`src/rtl/hbridge_cmd_seq.sv`:
```
module hbridge_cmd_seq #(
  parameter int IDLE_CYCLES = 100000,
  parameter int WAKE_CYCLES = 20000
) (
  input  logic clk,
  input  logic rst_n,
  input  logic cmd_a,
  input  logic cmd_b,
  input  logic ovc_flag,
  input  logic hot_flag,
  input  logic lowv_flag,
  output logic hs_a,
  output logic ls_a,
  output logic hs_b,
  output logic ls_b,
  output logic asleep,
  output logic ovc_held,
  output logic bridge_off
);
  localparam int IW = (IDLE_CYCLES > 1) ? $clog2(IDLE_CYCLES) : 1;
  localparam int WW = $clog2(WAKE_CYCLES + 1);

  logic [1:0]    sync_a, sync_b;
  logic [IW-1:0] idle_cnt;
  logic [WW-1:0] wake_cnt;
  logic          a_s, b_s, active, wake_up;

  assign a_s     = sync_a[1];
  assign b_s     = sync_b[1];
  assign active  = a_s | b_s;
  assign wake_up = asleep & active;

  always_ff @(posedge clk or negedge rst_n) begin
    if (!rst_n) begin
      sync_a <= '0;
      sync_b <= '0;
    end else begin
      sync_a <= {sync_a[0], cmd_a};
      sync_b <= {sync_b[0], cmd_b};
    end
  end

  always_ff @(posedge clk or negedge rst_n) begin
    if (!rst_n) begin
      idle_cnt <= '0;
      asleep   <= 1'b0;
    end else if (active) begin
      idle_cnt <= '0;
      asleep   <= 1'b0;
    end else if (!asleep) begin
      if (idle_cnt == IW'(IDLE_CYCLES - 1)) asleep <= 1'b1;
      else idle_cnt <= idle_cnt + 1'b1;
    end
  end

  always_ff @(posedge clk or negedge rst_n) begin
    if (!rst_n) wake_cnt <= '0;
    else if (wake_up) wake_cnt <= WW'(WAKE_CYCLES);
    else if (wake_cnt != '0) wake_cnt <= wake_cnt - 1'b1;
  end

  always_ff @(posedge clk or negedge rst_n) begin
    if (!rst_n) ovc_held <= 1'b0;
    else if (wake_up) ovc_held <= 1'b0;
    else if (ovc_flag) ovc_held <= 1'b1;
  end

  assign bridge_off = ovc_flag | ovc_held | hot_flag | lowv_flag | asleep | (wake_cnt != '0);

  assign hs_a = !bridge_off &  a_s & !b_s;
  assign ls_a = !bridge_off & !a_s &  b_s | !bridge_off & a_s & b_s;
  assign hs_b = !bridge_off & !a_s &  b_s;
  assign ls_b = !bridge_off &  a_s;

  a_r9_no_shoot_through: assert property (@(posedge clk) disable iff (!rst_n)
    !(hs_a && ls_a) && !(hs_b && ls_b));

  a_r8_r7_flags_block: assert property (@(posedge clk) disable iff (!rst_n)
    (hot_flag || lowv_flag || ovc_flag) |-> !(hs_a || ls_a || hs_b || ls_b));

  a_r6_latch_sticky: assert property (@(posedge clk) disable iff (!rst_n)
    (ovc_held && !wake_up) |=> ovc_held);

  a_r5_wake_blank: assert property (@(posedge clk) disable iff (!rst_n)
    $fell(asleep) |-> bridge_off);

  a_r4_sleep_when_idle: assert property (@(posedge clk) disable iff (!rst_n)
    $rose(asleep) |-> $past(!active));
endmodule

```
`config.mk`:
```
export PLATFORM = sky130hd
export DESIGN_NAME = hbridge_cmd_seq
export DESIGN_NICKNAME = d
export VERILOG_FILES = /design/src/rtl/hbridge_cmd_seq.sv
export SDC_FILE = /design/constraint.sdc
export NUM_CORES = 1
export LEC_CHECK = 0
export ABC_AREA = 1
export CORE_ASPECT_RATIO = 1.5
export CORE_UTILIZATION = 45
export DETAILED_ROUTE_END_ITERATION = 16
export DONT_BUFFER_PORTS = 1
export MAX_ROUTING_LAYER = met4
export PLACE_DENSITY = 0.62
export SYNTH_ARGS = -nofsm -noshare
export SYNTH_HDL_FRONTEND = slang
export SYNTH_SLANG_ARGS = --single-unit
```
`constraint.sdc`:
```
create_clock -name clk -period 5.15 [get_ports clk]
set_clock_uncertainty 0.15 [all_clocks]
set_input_delay 0.2575 -clock clk [delete_from_list [all_inputs] [get_ports clk]]
set_output_delay 0.2575 -clock clk [all_outputs]
set_load 0.05 [all_outputs]
```
==> results.py <==
metrics = {
    "logic_synthesis": {
        "synth_area_per_cell_um2": 7.003,
        "synth.distinct_cells": 26,
        "ys_warn_count": 0,
        "seq_area_frac_synth": 0.4243,
        "synth_area_um2": 2241,
        "yosysTopAreaCell": "dfrtp_1",
        "synth_top_area_frac": 0.4243,
        "synth_nets": 329,
        "synthTopCellsByArea": "dfrtp_1, nand2_1, nor2_1",
        "syn_inst": 320,
        "ys_ff_latch": 38,
    },
    "critical_path": {
        "cp_cell_sequence": "or2_2 > nor4_1 > nand4_1 > nor2_1",
        "cp_max_fo": 3,
        "crit_required_ns": 4.74,
        "critical-path-top-delay-family": "simple AND/OR/NAND/NOR gates",
        "slowest_stage": "nor2_1",
        "crit_type": "reg -> out",
        "start_kind": "flop",
        "cp-end-kind": "output pin",
        "arrival_ns": 2.46,
        "path_buf_inv": 0,
        "slowest_delay_ns": 0.71,
    },
    "detailed_routing": {
        "drt-initial-drc-count": 73,
        "ant_nets": 0,
        "drc": 0,
        "routed_wl_mm": 5.108,
        "vias": 1971,
        "viasPerCell": 5.015,
        "avgRoutedWirePerCell_um": 13.00,
        "dr.pass1.iters": 4,
    },
    "cells_and_area": {
        "nNetsFinal": 336,
        "design_area_um2": 2424,
        "final_cell_mix": "nand2_1, nor2_1, dfrtp_1",
        "area_growth_syn_to_layout_pct": 8.152,
        "antenna_cells": 0,
        "mostFrequentLayoutCell": "nand2_1",
        "drive_gt1_frac": 0.06728,
    },
    "timing": {
        "hold_viol_final": 0,
        "relSlewSlack": 0.4109,
        "slew_viol_final": 0,
        "setup_violations": 0,
        "rsz0062_at_grt": "no",
        "fin_tns_setup_ns": 0,
        "worst_pin_slew_ns": 0.8804,
        "period_minus_slack_ns": 2.871,
        "period_share": 0.5575,
        "fmax_ghz": 0.3483,
    },
    "floorplanning": {
        "start_util": 0.4659,
        "core_area_um2": 4810,
        "die-width_um": 59.62,
        "die_h_um": 88.43,
        "ios": 14,
        "dieArea_um2": 5272,
        "core.rowCount": 31,
    },
    "cts": {
        "cts_buffers": 5,
        "cts_sinks": 38,
        "clockBufferDepth": 2,
        "tritoncts": "built",
        "root_buffer": "clkbuf_8",
        "htreeDepth": 2,
        "clkTransAtPathRegs_ns": 0.07,
        "clock_latency_ns": 0.29,
        "cts_resized": 0,
    },
    "global_routing": {
        "groute.usage.overall": 0.2265,
        "antenna_found_initial": 0,
        "grt_use_met1": 0.2197,
        "top_usage_layer": "met2",
        "grt_pass1_wl_mm": 8.445,
        "met2_usage": 0.4178,
        "grt_pass1_vias": 1931,
        "overflow": 0,
        "grtUsageMet3": 0.03216,
        "grt_max_degree": 39,
    },
    "pwr": {
        "power.internal_mw": 0.3956,
        "p_per_area_nw_per_um2": 210.9,
        "switching_power_mw": 0.1156,
        "swShare": 0.2262,
        "ir_worst_vdd_v": 0.0001211,
        "p_total_mw": 0.5112,
        "p_leak_nw": 1.301,
        "combPwrFrac": 0.029,
        "power_frac_clock": 0.380,
        "power_frac_seq": 0.591,
    },
    "outcome": {
        "status": "completed",
    },
    "hold_path": {
        "hp-class": "in -> reg",
    },
    "placement": {
        "place_area_um2": 2295,
        "dpl.hpwl_mm": 3.731,
        "place_congestion": 0.9228,
        "numPortBuffers": 0,
    },
    "flow_run": {
        "cap_violations": 0,
    },
}
==> timing repair <==
item | 4_1_cts | 5_1_grt
hold buffers | 4 | 0
setup buffers | 0 | 0
hold endpoints to repair | 40 | 0
==> layout make-up <==
class	count	area [um^2]
multi-input cells	245	1137
flip-flops and latches	38	950.9
repair buffers	4	50.05
clock buffers	5	68.82
well taps	66	82.58
fillers	513	2386
inverters	33	123.9
clock inverters	2	10.01
==> kinds of logic (layout without fill, tap and decap cells) <==
logic type,Yosys count,count (layout),share of synthesized area
xor gates and xnor gates,6,6,0.02345
DFF,38,38,0.4243
AOI/OAI and AO/OA,11,11,0.02791
buffers and inverters,37,44,0.06812
adders and majority gates,2,2,0.01117
and+or+nand+nor,226,226,0.4450
==> path summary, 6_finish.rpt <==
kind                                start      endpoint  slack (ns)  cells past startpoint
worst min-delay path             ovc_flag      ovc_held        0.10                      3
worst min register to register  sync_a[0]     sync_a[1]        0.20                      0
worst max-delay path             ovc_held          hs_b        2.28                      4
worst max register to register     asleep   wake_cnt[1]        3.02                      6
min in group asynchronous           rst_n   wake_cnt[8]        0.27                      2
max in group asynchronous           rst_n  idle_cnt[13]        4.38                      2
==> sequential cells by signal, indices dropped and copies added, names as in the netlist <==
name and cells:
sync_a 2, wake_cnt 15, ovc_held 1, sync_b 2, idle_cnt 17, asleep 1
==> metrics by stage <==
stage | setup WS (ns) | hold slack, ns | utilization | std cells
after CTS | 2.256 | 0.1060 | 0.5039 | 393
after detailed placement | 2.576 | -0.1873 | 0.4771 | 382
after global routing | 2.092 | 0.1345 | 0.5039 | 393
after global placement | 2.635 | -0.1874 | 0.4771 | 382
final | 2.279 | 0.1046 | 0.5039 | 393
after floorplan | 2.712 | -0.1881 | - | 320
==> synth_stat cells <==
master / instances
inv_1: 32
nand4_1: 19
nor2_4: 2
nor2_2: 1
nor2_8: 1
buf_8: 1
nor3_1: 2
nor3b_1: 1
xnor2_1: 1
dfrtp_1: 38
xor2_1: 5
buf_2: 2
nand2_1: 109
nand3b_1: 3
or2_2: 7
a31oi_1: 2
nand2_2: 2
nor2_1: 58
nand3_1: 20
nor4_1: 1
o21ai_1: 2
clkbuf_1: 1
o21ai_0: 5
inv_2: 1
ha_1: 2
o21bai_1: 2
==> tightest hold or removal path, stage by stage <==
cell	delay [ns]
or2_2	0.09
inv_1	0.03
nor2_1	0.12
==> power by group through the flow <==
| stage | Combinational (mW) | Clock, mW | Sequential, mW |
|---|---|---|---|
| 2_1_floorplan | 0.00436 | 0 | 0.308 |
| 3_3_place_gp | 0.00552 | 0 | 0.308 |
| 3_5_place_dp | 0.00553 | 0 | 0.308 |
| 4_1_cts | 0.0155 | 0.204 | 0.302 |
| 5_1_grt | 0.0172 | 0.211 | 0.302 |
| 6_report | 0.0148 | 0.194 | 0.302 |
==> routing by layer <==
layer  vias to the layer above  routed length [um]
met3                        16                 101
met1                       899                1964
li1                       1028                   -
met4                         0                 187
met2                        28                2855
met5                         -                   0
Power figures use the tool's default switching activity.
